**src/rtl/cec_sft_pkg.sv**
```systemverilog
package cec_sft_pkg;
  typedef enum logic [1:0] {
    ST_RUN         = 2'd0,
    ST_HOLD_ERRBIT = 2'd1,
    ST_HOLD_IDLE   = 2'd2
  } sft_state_t;

  typedef enum logic [1:0] {
    ACT_NONE        = 2'd0,
    ACT_START       = 2'd1,
    ACT_WAIT_ERRBIT = 2'd2,
    ACT_WAIT_IDLE   = 2'd3
  } sft_act_t;
endpackage

```
**src/rtl/cec_sft_arbiter.sv**
```systemverilog
module cec_sft_arbiter
  import cec_sft_pkg::*;
(
  input  sft_state_t state,
  input  logic       bus_high,
  input  logic       ev_tx_done,
  input  logic       ev_rx_done,
  input  logic       ev_tx_err,
  input  logic       ev_tx_noack,
  input  logic       ev_tx_underrun,
  input  logic       ev_rx_abort,
  input  logic       rx_abort_errbit,
  input  logic       errbit_end,
  input  logic       ev_bad_start,
  output sft_act_t   act,
  output sft_state_t state_nxt
);
  logic immediate;

  assign immediate = ev_tx_done | ev_rx_done | ev_tx_err | ev_tx_noack |
                     ev_tx_underrun | (ev_rx_abort & ~rx_abort_errbit);

  // Later start point wins: error-bit end > line release > immediate flag
  always_comb begin
    act = ACT_NONE;
    if (ev_rx_abort && rx_abort_errbit)        act = ACT_WAIT_ERRBIT;
    else if (ev_bad_start)                     act = ACT_WAIT_IDLE;
    else if (immediate)                        act = ACT_START;
    else if (state == ST_HOLD_ERRBIT && errbit_end) act = ACT_START;
    else if (state == ST_HOLD_IDLE && bus_high)     act = ACT_START;
  end

  always_comb begin
    unique case (act)
      ACT_WAIT_ERRBIT: state_nxt = ST_HOLD_ERRBIT;
      ACT_WAIT_IDLE:   state_nxt = ST_HOLD_IDLE;
      ACT_START:       state_nxt = ST_RUN;
      default:         state_nxt = state;
    endcase
  end
endmodule

```
**src/rtl/cec_sft_bitclk.sv**
```systemverilog
module cec_sft_bitclk #(
  parameter int TICKS_PER_BIT = 24
) (
  input  logic clk,
  input  logic rst,
  input  logic clr,
  input  logic tick,
  output logic bit_done
);
  localparam int SUB_W = (TICKS_PER_BIT > 1) ? $clog2(TICKS_PER_BIT) : 1;
  localparam logic [SUB_W-1:0] SUB_LAST = SUB_W'(TICKS_PER_BIT - 1);

  logic [SUB_W-1:0] sub_q;

  assign bit_done = ~clr & tick & (sub_q == SUB_LAST);

  always_ff @(posedge clk) begin
    if (rst || clr)     sub_q <= '0;
    else if (bit_done)  sub_q <= '0;
    else if (tick)      sub_q <= sub_q + 1'b1;
  end
endmodule

```
**src/rtl/cec_sft_counter.sv**
```systemverilog
module cec_sft_counter #(
  parameter int CNT_W = 4
) (
  input  logic             clk,
  input  logic             rst,
  input  logic             clr,
  input  logic             inc,
  output logic [CNT_W-1:0] cnt_q,
  output logic [CNT_W-1:0] cnt_nxt
);
  localparam logic [CNT_W-1:0] CNT_MAX = {CNT_W{1'b1}};

  always_comb begin
    cnt_nxt = cnt_q;
    if (clr)                         cnt_nxt = '0;
    else if (inc && cnt_q != CNT_MAX) cnt_nxt = cnt_q + 1'b1;
  end

  always_ff @(posedge clk) begin
    if (rst) cnt_q <= '0;
    else     cnt_q <= cnt_nxt;
  end
endmodule

```
**src/rtl/cec_sft_start_ctrl.sv**
```systemverilog
module cec_sft_start_ctrl
  import cec_sft_pkg::*;
#(
  parameter int TICKS_PER_BIT = 24,
  parameter int CNT_W         = 4
) (
  input  logic             clk,
  input  logic             rst,
  input  logic             tick,
  input  logic             bus_high,
  input  logic             ev_tx_done,
  input  logic             ev_rx_done,
  input  logic             ev_tx_err,
  input  logic             ev_tx_noack,
  input  logic             ev_tx_underrun,
  input  logic             ev_rx_abort,
  input  logic             rx_abort_errbit,
  input  logic             errbit_end,
  input  logic             ev_bad_start,
  input  logic [CNT_W-1:0] sft_thresh,
  output logic [CNT_W-1:0] sft_count,
  output logic             sft_elapsed
);
  sft_state_t       state_q, state_nxt;
  sft_act_t         act;
  logic             clr, bit_done;
  logic [CNT_W-1:0] cnt_nxt;

  cec_sft_arbiter u_arb (
    .state          (state_q),
    .bus_high       (bus_high),
    .ev_tx_done     (ev_tx_done),
    .ev_rx_done     (ev_rx_done),
    .ev_tx_err      (ev_tx_err),
    .ev_tx_noack    (ev_tx_noack),
    .ev_tx_underrun (ev_tx_underrun),
    .ev_rx_abort    (ev_rx_abort),
    .rx_abort_errbit(rx_abort_errbit),
    .errbit_end     (errbit_end),
    .ev_bad_start   (ev_bad_start),
    .act            (act),
    .state_nxt      (state_nxt)
  );

  // Count only while running undisturbed on an idle line
  assign clr = (act != ACT_NONE) || (state_q != ST_RUN) || !bus_high;

  cec_sft_bitclk #(.TICKS_PER_BIT(TICKS_PER_BIT)) u_bitclk (
    .clk     (clk),
    .rst     (rst),
    .clr     (clr),
    .tick    (tick),
    .bit_done(bit_done)
  );

  cec_sft_counter #(.CNT_W(CNT_W)) u_cnt (
    .clk    (clk),
    .rst    (rst),
    .clr    (clr),
    .inc    (bit_done),
    .cnt_q  (sft_count),
    .cnt_nxt(cnt_nxt)
  );

  always_ff @(posedge clk) begin
    if (rst) begin
      state_q     <= ST_RUN;
      sft_elapsed <= 1'b0;
    end else begin
      state_q     <= state_nxt;
      sft_elapsed <= (state_nxt == ST_RUN) && bus_high && (cnt_nxt >= sft_thresh);
    end
  end
endmodule

```
**config.mk**
```make
export PLATFORM = sky130hd
export DESIGN_NAME = cec_sft_start_ctrl
export DESIGN_NICKNAME = d
export VERILOG_FILES = /design/src/rtl/cec_sft_pkg.sv /design/src/rtl/cec_sft_arbiter.sv /design/src/rtl/cec_sft_bitclk.sv /design/src/rtl/cec_sft_counter.sv /design/src/rtl/cec_sft_start_ctrl.sv
export SDC_FILE = /design/constraint.sdc
export NUM_CORES = 1
export LEC_CHECK = 0
export ABC_AREA = 0
export BUFFER_PORTS_ARGS = -buffer_cell sky130_fd_sc_hd__buf_2
export CORE_AREA = 2 2 53 43
export DETAILED_ROUTE_END_ITERATION = 6
export DIE_AREA = 0 0 55 45
export SYNTH_ARGS = -nofsm -noshare
export SYNTH_HDL_FRONTEND = slang
export SYNTH_HIERARCHICAL = 1
export SYNTH_SLANG_ARGS = --single-unit
```
**constraint.sdc**
```tcl
create_clock -name clk -period 9 [get_ports clk]
set_input_delay 1.8 -clock clk [delete_from_list [all_inputs] [get_ports clk]]
set_output_delay 1.8 -clock clk [all_outputs]
set_load 0.005 [all_outputs]
```
# --- After elaboration in Yosys (flattened, before gate mapping) ---
# Cells that the tools add are included.
totals:
  register_bits: 12
  latch_bits: 0
  ramBits: 0
  romBits: 0
  inputBits: 17
  output_inout_bits: 5
  n_memories: 0
op_classes:
  addsub: 2
  multipliers: 0
  div: 0
  magnitude_cmp: 1
  eq_ne: 7
  n_shift: 0
  n_mux: 8
  bitwise_logic: 10
  n_reduce_logical: 14
ops:
  columns: ["operator", "count"]
  rows:
  - ["2-bit two-way mux", 4]
  - ["4-bit two-way mux", 2]
  - ["2-bit equality test (second input constant)", 3]
  - ["1-bit logical AND", 6]
  - ["2-bit case mux with 3 select lines", 1]
  - ["5-bit by 1-bit adder with 5-bit output (second input constant)", 1]
  - ["5-bit equality test (second input constant)", 1]
  - ["1-bit OR", 5]
  - ["4-bit by 1-bit adder with 4-bit output (second input constant)", 1]
  - ["2-bit by 1-bit equality test with 1-bit output (second input constant)", 2]
  - ["4-bit >= comparator", 1]
  - ["4-bit != test (second input constant)", 1]
  - ["2-bit nonzero test", 2]
  - ["1-bit AND", 3]
  - ["1-bit logical OR", 3]
  - ["2-bit zero test", 1]
  - ["1-bit inverter", 2]
  - ["2-bit OR reduction", 1]
  - ["1-bit zero test", 1]
  - ["1-bit two-way mux", 1]

# --- Longest topological paths before layout ---
# Gate-level depths: netlist of run 1.
logic_depth:
  depth_word: 19
  ltp_mapped: 14

# --- Modules after synthesis ---
# The synthesis of run 1 kept the hierarchy.
by_module_without_submodules:
  columns: ["module", "instances", "cells_each", "area_each_um2", "seq_area_each_um2"]
  rows:
  - ["cec_sft_bitclk", 1, 24, 235.2, 100.1]
  - ["cec_sft_counter", 1, 25, 229.0, 80.1]
  - ["cec_sft_start_ctrl", 1, 22, 196.4, 60.1]
  - ["cec_sft_arbiter", 1, 15, 83.8, 0.0]

# --- Least setup slack after synthesis of run 1 ---
# Ideal clock, no wire load.
synth_path:
  kind: "input to register"
  start: "input ev_rx_done"
  end: "register sft_elapsed"
  setup_ps: 70
  t_arrival_ps: 4750
  required_ps: 8930
  setup_slack_ps: 4181
  stages: 14
  path_buffers: 0
  cell_sequence: "nor4_2 -> nand2_1 -> o31a_1 -> nand2b_1 -> or4_1 -> nor4_1 -> inv_2 -> or3_4 -> a21oi_1 -> inv_1 -> ha_1 -> nor2_1 -> a21o_1 -> a21oi_1"
synth_via:
  elab_chain_len: 19
  elab_cells_between_ends: 25
synth_lines:
  columns: ["element", "line", "source"]
  rows:
  - ["start: declaration", "cec_sft_start_ctrl.sv:12", "input logic ev_rx_done,"]
  - ["1-bit OR (4 in series)", "cec_sft_arbiter.sv:20", "assign immediate = ev_tx_done | ev_rx_done | ev_tx_err | ev_tx_noack |"]
  - ["1-bit OR", "cec_sft_arbiter.sv:21", "ev_tx_underrun | (ev_rx_abort & ~rx_abort_errbit);"]
  - ["2-bit two-way mux", "cec_sft_arbiter.sv:28", "else if (immediate) act = ACT_START;"]
  - ["2-bit two-way mux", "cec_sft_arbiter.sv:27", "else if (ev_bad_start) act = ACT_WAIT_IDLE;"]
  - ["2-bit two-way mux", "cec_sft_arbiter.sv:26", "if (ev_rx_abort && rx_abort_errbit) act = ACT_WAIT_ERRBIT;"]
  - ["named net act[0]", "cec_sft_start_ctrl.sv:25", "sft_act_t act;"]
  - ["2-bit nonzero test", "cec_sft_start_ctrl.sv:46", "assign clr = (act != ACT_NONE) || (state_q != ST_RUN) || !bus_high;"]
  - ["1-bit logical OR (2 in series)", "cec_sft_start_ctrl.sv:46", null]
  - ["named net clr", "cec_sft_start_ctrl.sv:26", "logic clr, bit_done;"]
  - ["[... 1 more ...]", null, null]
  - ["1-bit AND (2 in series)", "cec_sft_bitclk.sv:15", "assign bit_done = ~clr & tick & (sub_q == SUB_LAST);"]
  - ["named net bit_done", "cec_sft_start_ctrl.sv:26", null]
  - ["1-bit logical AND", "cec_sft_counter.sv:16", "else if (inc && cnt_q != CNT_MAX) cnt_nxt = cnt_q + 1'b1;"]
  - ["4-bit two-way mux", "cec_sft_counter.sv:16", null]
  - ["4-bit two-way mux", "cec_sft_counter.sv:15", "if (clr) cnt_nxt = '0;"]
  - ["named net cnt_nxt[0]", "cec_sft_start_ctrl.sv:27", "logic [CNT_W-1:0] cnt_nxt;"]
  - ["4-bit >= comparator", "cec_sft_start_ctrl.sv:71", "sft_elapsed <= (state_nxt == ST_RUN) && bus_high && (cnt_nxt >= sft_thresh);"]
  - ["1-bit logical AND", "cec_sft_start_ctrl.sv:71", null]
  - ["end signal: assignment", "cec_sft_start_ctrl.sv:71", null]
  - ["end: declaration", "cec_sft_start_ctrl.sv:22", "output logic sft_elapsed"]
# The timed path passes the listed nets, and every way through them passes these cells.
# A chain may end at the register's enable or synchronous reset.

# --- Worst setup path in the final report of run 1 ---
# Ends and elaborated chain as after synthesis.

==> impl_metrics.toml, run 1 <==
[die]
io-pin-count = 22
rows = 14
core_area_um2 = 1930
fp.dieW_um = 55
dieArea_um2 = 2480
die_y_um = 45
start_util_pct = 38.6

[job]
drv_cap = 0

[power]
power_density_nw_per_um2 = 118
p_sw_uw = 24.5
power_leakage_uw = 0.000378
swShare_pct = 22.7
seq_power_share_pct = 50.1
peakVddDrop_mv = 0.0664
intPower_uw = 83.3
clkPwrFrac_pct = 40.3
p_comb_share_pct = 9.6

[timing]
hold_viol = 0
fin_crit_sh_pct = 56.3
rsz0062_at_grt = "false"
skew_ns = 0.00199
final-max-slew-violation-count = 0
worstMarginPinSlew_ns = 0.715
holdWs_ns = 0.468
relSlewSlack_pct = 51.9
max_freq_mhz = 197
worst_slack_ns = 3.94
setup-tns-final_ns = 0
fin_crit_ns = 5.06
final-setup-viol-count = 0

[global_route]
antenna_found_initial = 0
grt_pass1_wl_mm = 2.34
grt_max_degree = 13
grt_pass1_vias = 596
grt-ovfl-total = 0
grt_usage_pct = 13.7

[place]
io_buffers = 21
place_hpwl_mm = 1.14
dp_slack_ns = 3.65
placed_area_um2 = 876
gp_congestion = 0.778

[critical_path]
critPathLaunch = "ev_rx_done"
reg2reg_setup_slack_ns = 5.40
worstRegToRegCells = 14
crit_path_end = "sft_elapsed"
critPathKind = "in -> reg"
cp_max_fo = 12
r2r-start = "state_q[1]"
crit_required_ns = 9.21
r2r_end = "sft_elapsed"
endpoint_kind = "register"
worstSetupStartpointType = "primary input"
arrival_ns = 5.27

[routing]
postRouteAntennaNets = 0
wl_per_cell_um = 10.8
via_per_inst = 4.93
first_pass_iters = 4
post-route-drc-count = 0
routed_wirelength_mm = 1.45
vias = 661
drt_iter0_drc = 5

[synthesis]
yosys_warnings = 6
netlist_area_um2 = 744
syn_inst = 86
avgSynthCellArea_um2 = 8.66
synth_edf_count = 0
synth_seq_area_share_pct = 32.3
ys.flop_type = "dfxtp_1"
syn_nets = 109
synth_async_sr_flop_share_pct = 0
synth_cell_types = 35
ys_seq_elements = 12

[cts]
cts_root_buf = "clkbuf_4"
clk_latency_ns = 0.27
clock_path_buffers = 2
cts_tree = "done"
cts_resized = 0
cts_buffers = 3
cts.sinks = 12
post-cts-setup-buffers = 0
clk_pin_slew_ns = 0.08
cts.hold.buffers_added = 0
h-tree-depth = 1

[cells_and_area]
diodes = 0
final_common_cell = "buf_2"
drive_gt1_share_pct = 30.0
layout.nets = 134
final_area_um2 = 912
syn_to_final_growth_pct = 22.5
final_cell_mix = "buf_2, dfxtp_1, nor2_1"
fin_util_pct = 47.3
fill_cells = 206

[outcome]
outcome = "complete, no violations"

[worst_hold_path]
holdCritPathClass = "reg -> reg"
[cell families after synthesis]
logic type	share of synthesized area [%]
compound gates	17.1
xor+xnor	3.53
fa+ha+maj	10.1
buf+inv	4.03
flops	32.3
mux	2.69
simple gates	30.3
[per-stage QoR]
stage	power [µW]	std cells
after floorplan	59.8	86
after global placement	65.2	130
after detailed placement	65.5	130
after CTS	110	134
after global routing	114	134
final	108	134
[power by group through the flow]
| stage | Clock (µW) | Sequential, µW | Combinational, µW |
|---|---|---|---|
| final | 43.5 | 54.0 | 10.3 |
| after floorplan | 0 | 55.1 | 4.68 |
| after global placement | 0 | 55.2 | 9.97 |
| after CTS | 45.3 | 54.0 | 10.4 |
| after global routing | 48.0 | 54.1 | 11.6 |
| after detailed placement | 0 | 55.3 | 10.2 |
[cell type report]
class	count	area, µm²	share of cell area (%)
Tap cell	24	30.0	3.29
Sequential cell	12	240	26.3
Inverter	7	26.3	2.88
Multi-Input combinational cell	66	474	52.0
Clock buffer	4	36.3	3.98
Timing Repair Buffer	21	105	11.5
[registers in the layout (all words and copies together) (netlist names)]
| register | cells |
|---|---|
| u_cnt/cnt_q | 4 |
| state_q | 2 |
| sft_elapsed | 1 |
| u_bitclk/sub_q | 5 |
[Yosys cell counts, drive strengths merged (2+ instances only)]
cell	count	area [µm²]
dfxtp	12	240
nor2	8	30.0
inv	7	26.3
a21oi	6	30.0
ha	6	75.1
nand2	6	22.5
o21ai	6	30.0
nand2b	3	18.8
nor3	3	15.0
nor4	3	25.0
a211oi	2	20.0
mux2i	2	20.0
nand4	2	12.5
nor2b	2	12.5
xor2	2	17.5
[worst max-delay path: stages]
cell	delay, ns
buf_2	0.10
nor4_2	0.25
nand2_1	0.12
o31a_1	0.29
nand2b_1	0.13
or4_1	0.61
nor4_1	0.68
inv_2	0.08
or3_4	0.42
a21oi_1	0.15
inv_1	0.06
ha_1	0.27
nor2_1	0.04
a21o_1	0.17
a21oi_1	0.11
[worst min-delay path by stage]
stage,startpoint,endpoint,slack (ns),cells past startpoint
floorplan,u_bitclk/sub_q[4],u_bitclk/sub_q[4],0.44,2
global placement,u_bitclk/sub_q[4],u_bitclk/sub_q[4],0.45,2
detailed placement,u_bitclk/sub_q[4],u_bitclk/sub_q[4],0.46,2
CTS,u_bitclk/sub_q[4],u_bitclk/sub_q[4],0.47,2
global route,u_bitclk/sub_q[4],u_bitclk/sub_q[4],0.51,2
finish,u_bitclk/sub_q[4],u_bitclk/sub_q[4],0.47,2
[layer usage]
layer  part of all wire, %  wire length, µm  global-route usage (%)  vias to the layer above
li1                      -                -                       -                      358
met3                   4.9               71                    5.96                        0
met4                     0                0                    4.39                        0
met1                    52              760                    17.0                      284
met2                    43              616                    21.4                       19
met5                     0                0                       0                        -
(Power assumes the default switching activity.)
==> inputs of run 2 (changes only) <==
==> constraint.sdc (replaced) <==
create_clock -name clk -period 4.4 [get_ports clk]
set_input_delay 0.88 -clock clk [delete_from_list [all_inputs] [get_ports clk]]
set_output_delay 0.88 -clock clk [all_outputs]
set_load 0.005 [all_outputs]
==> run 2 against run 1 <==
Critical path depth up 1. Via count up 1.4%. Combinational power rose by 100%. Non-clock buffer count increased by 2. Flip-flop and latch count did not move. Largest cell class unchanged. Register-to-register slack worse by 4.1 ns. Clock power rose by 100%. Final cell count increased by 1.5%. Global-route usage up 0.88 points. Die area unchanged. Worst hold slack improved by 0.0032 ns.
==> impl_metrics.toml, run 2 (synthesized netlist as in run 1, its figures left out) <==
[timing]
setup-tns-final_ns = 0
worstMarginPinSlew_ns = 0.362
fin_crit_ns = 3.63
worst_slack_ns = 0.767
fin_crit_sh_pct = 82.6
skew_ns = 0.00574
final-setup-viol-count = 0
final-max-slew-violation-count = 0
hold_viol = 0
relSlewSlack_pct = 75.6
max_freq_mhz = 275
rsz0062_at_grt = "false"

[global_route]
grt_pass1_vias = 612
grt_pass1_wl_mm = 2.59
top_usage_layer = "met2"
met2_usage_pct = 21.2
grt-ovfl-total = 0
antenna_found_initial = 0
use_met1_pct = 21.0
grt_max_degree = 12
met3_usage_pct = 2.98
grt_usage_pct = 14.6

[power]
power_density_nw_per_um2 = 236
power_leakage_uw = 0.000387
peakVddDrop_mv = 0.104

[die]
io-pin-count = 22
rows = 14
dieArea_um2 = 2480
core_area_um2 = 1930
start_util_pct = 38.6
die_y_um = 45
fp.dieW_um = 55

[routing]
wl_per_cell_um = 11.0
postRouteAntennaNets = 0
post-route-drc-count = 0
routed_wirelength_mm = 1.50
vias = 670
drt_iter0_drc = 2
via_per_inst = 4.93
first_pass_iters = 2

[cells_and_area]
layout.nets = 136
largest_register = "u_bitclk/sub_q"
final_cells = 136
final_common_cell = "buf_2"
drive_gt1_share_pct = 31.3
largestRegisters = "u_bitclk/sub_q x5, u_cnt/cnt_q x4, state_q x2"
largest_reg_flops = 5
diodes = 0
fill_cells = 195
final_cell_mix = "buf_2, dfxtp_1, nor2_1"
syn_to_final_growth_pct = 24.5
final_area_um2 = 927

[critical_path]
slowest_delay_ns = 0.44
r2r-start = "state_q[1]"
crit_required_ns = 4.61
arrival_ns = 3.84
cpMostUsedCell = "a21oi_1"
critPathLaunch = "ev_rx_done"
cp_max_fo = 5
cp_cell_sequence = "buf_2, nor4_2, nand2_1, o31a_1, nand2b_1, or4_1, nor4_1, buf_4, inv_2, or3_4, a21oi_1, inv_1, ha_1, nor2_1, a21o_1, a21oi_1"
cp_top_family = "simple AND/OR/NAND/NOR gates"
critPathKind = "in -> reg"
slowest_stage = "or4_1"
cp_num_buf_inv = 4
endpoint_kind = "register"
worstSetupStartpointType = "primary input"

[worst_hold_path]
min_from = "u_bitclk/sub_q[4]"
holdCritPathClass = "reg -> reg"

[cts]
clk_latency_ns = 0.27
clk_pin_slew_ns = 0.08
cts_tree = "done"
cts.hold.buffers_added = 0
cts_root_buf = "clkbuf_4"
cts_resized = 0
cts_buffers = 3
cts.sinks = 12
post-cts-setup-buffers = 0
h-tree-depth = 1
clock_path_buffers = 2

[place]
gp_congestion = 0.736
place_hpwl_mm = 1.24
placed_cells = 132
io_buffers = 21
dp_slack_ns = 0.472
placed_area_um2 = 891

[job]
drv_cap = 0

[outcome]
outcome = "complete, no violations"
[run 2: cell count changes in the layout (fill, tap and decap cells not counted)]
cell   delta
buf_4     +2
[run 2: path summary, 6_finish.rpt]
check	end	slack [ns]	cells past startpoint
worst min register to register	u_bitclk/sub_q[4]	0.47	2
worst min-delay path	u_bitclk/sub_q[4]	0.47	2
worst max-delay path	sft_elapsed	0.77	16
worst max register to register	sft_elapsed	1.33	15
[run 2: cell type report]
cell class                 count  area, µm²  share of cell area, %
inverter                       7       26.3                   2.83
timing repair buffer          23        120                   13.0
multi-input combinational     66        474                   51.1
sequential                    12        240                   25.9
tap                           24       30.0                   3.24
clock buffer                   4       36.3                   3.91
[run 2: metal layers]
| layer | vias up | part of all wire [%] |
|---|---|---|
| met3 | 2 | 4.3 |
| met5 | - | 0 |
| met2 | 15 | 43 |
| met1 | 291 | 51 |
| li1 | 362 | - |
| met4 | 0 | 1.3 |
[run 2: report_power, final]
| part | switching, µW | internal (µW) | total (µW) | leakage [µW] |
|---|---|---|---|---|
| combinational | 10.1 | 10.8 | 20.9 | 0.000269 |
| sequential | 0.929 | 109 | 110 | 0.0000970 |
| clock | 36.9 | 50.2 | 87.1 | 0.0000210 |
[run 2: per-stage QoR]
| step | power [µW] | util, % | hold slack (ns) |
|---|---|---|---|
| finish | 218 | 48.1 | 0.471 |
| global route | 230 | 48.1 | 0.500 |
| CTS | 222 | 48.1 | 0.479 |
| detailed placement | 134 | 46.2 | 0.465 |
| global placement | 134 | 46.2 | 0.453 |
| floorplan | 122 | - | 0.444 |
[run 2: worst reg2reg max path, cell delays in order, from the launching register on]
cell and delay [ns]:
dfxtp_1 0.37, nand2b_1 0.14, a21oi_1 0.07, o31a_1 0.23, nand2b_1 0.13, or4_1 0.44, nor4_1 0.26, buf_4 0.19
inv_2 0.04, or3_4 0.38, a21oi_1 0.14, inv_1 0.06, ha_1 0.26, nor2_1 0.04, a21o_1 0.17, a21oi_1 0.11
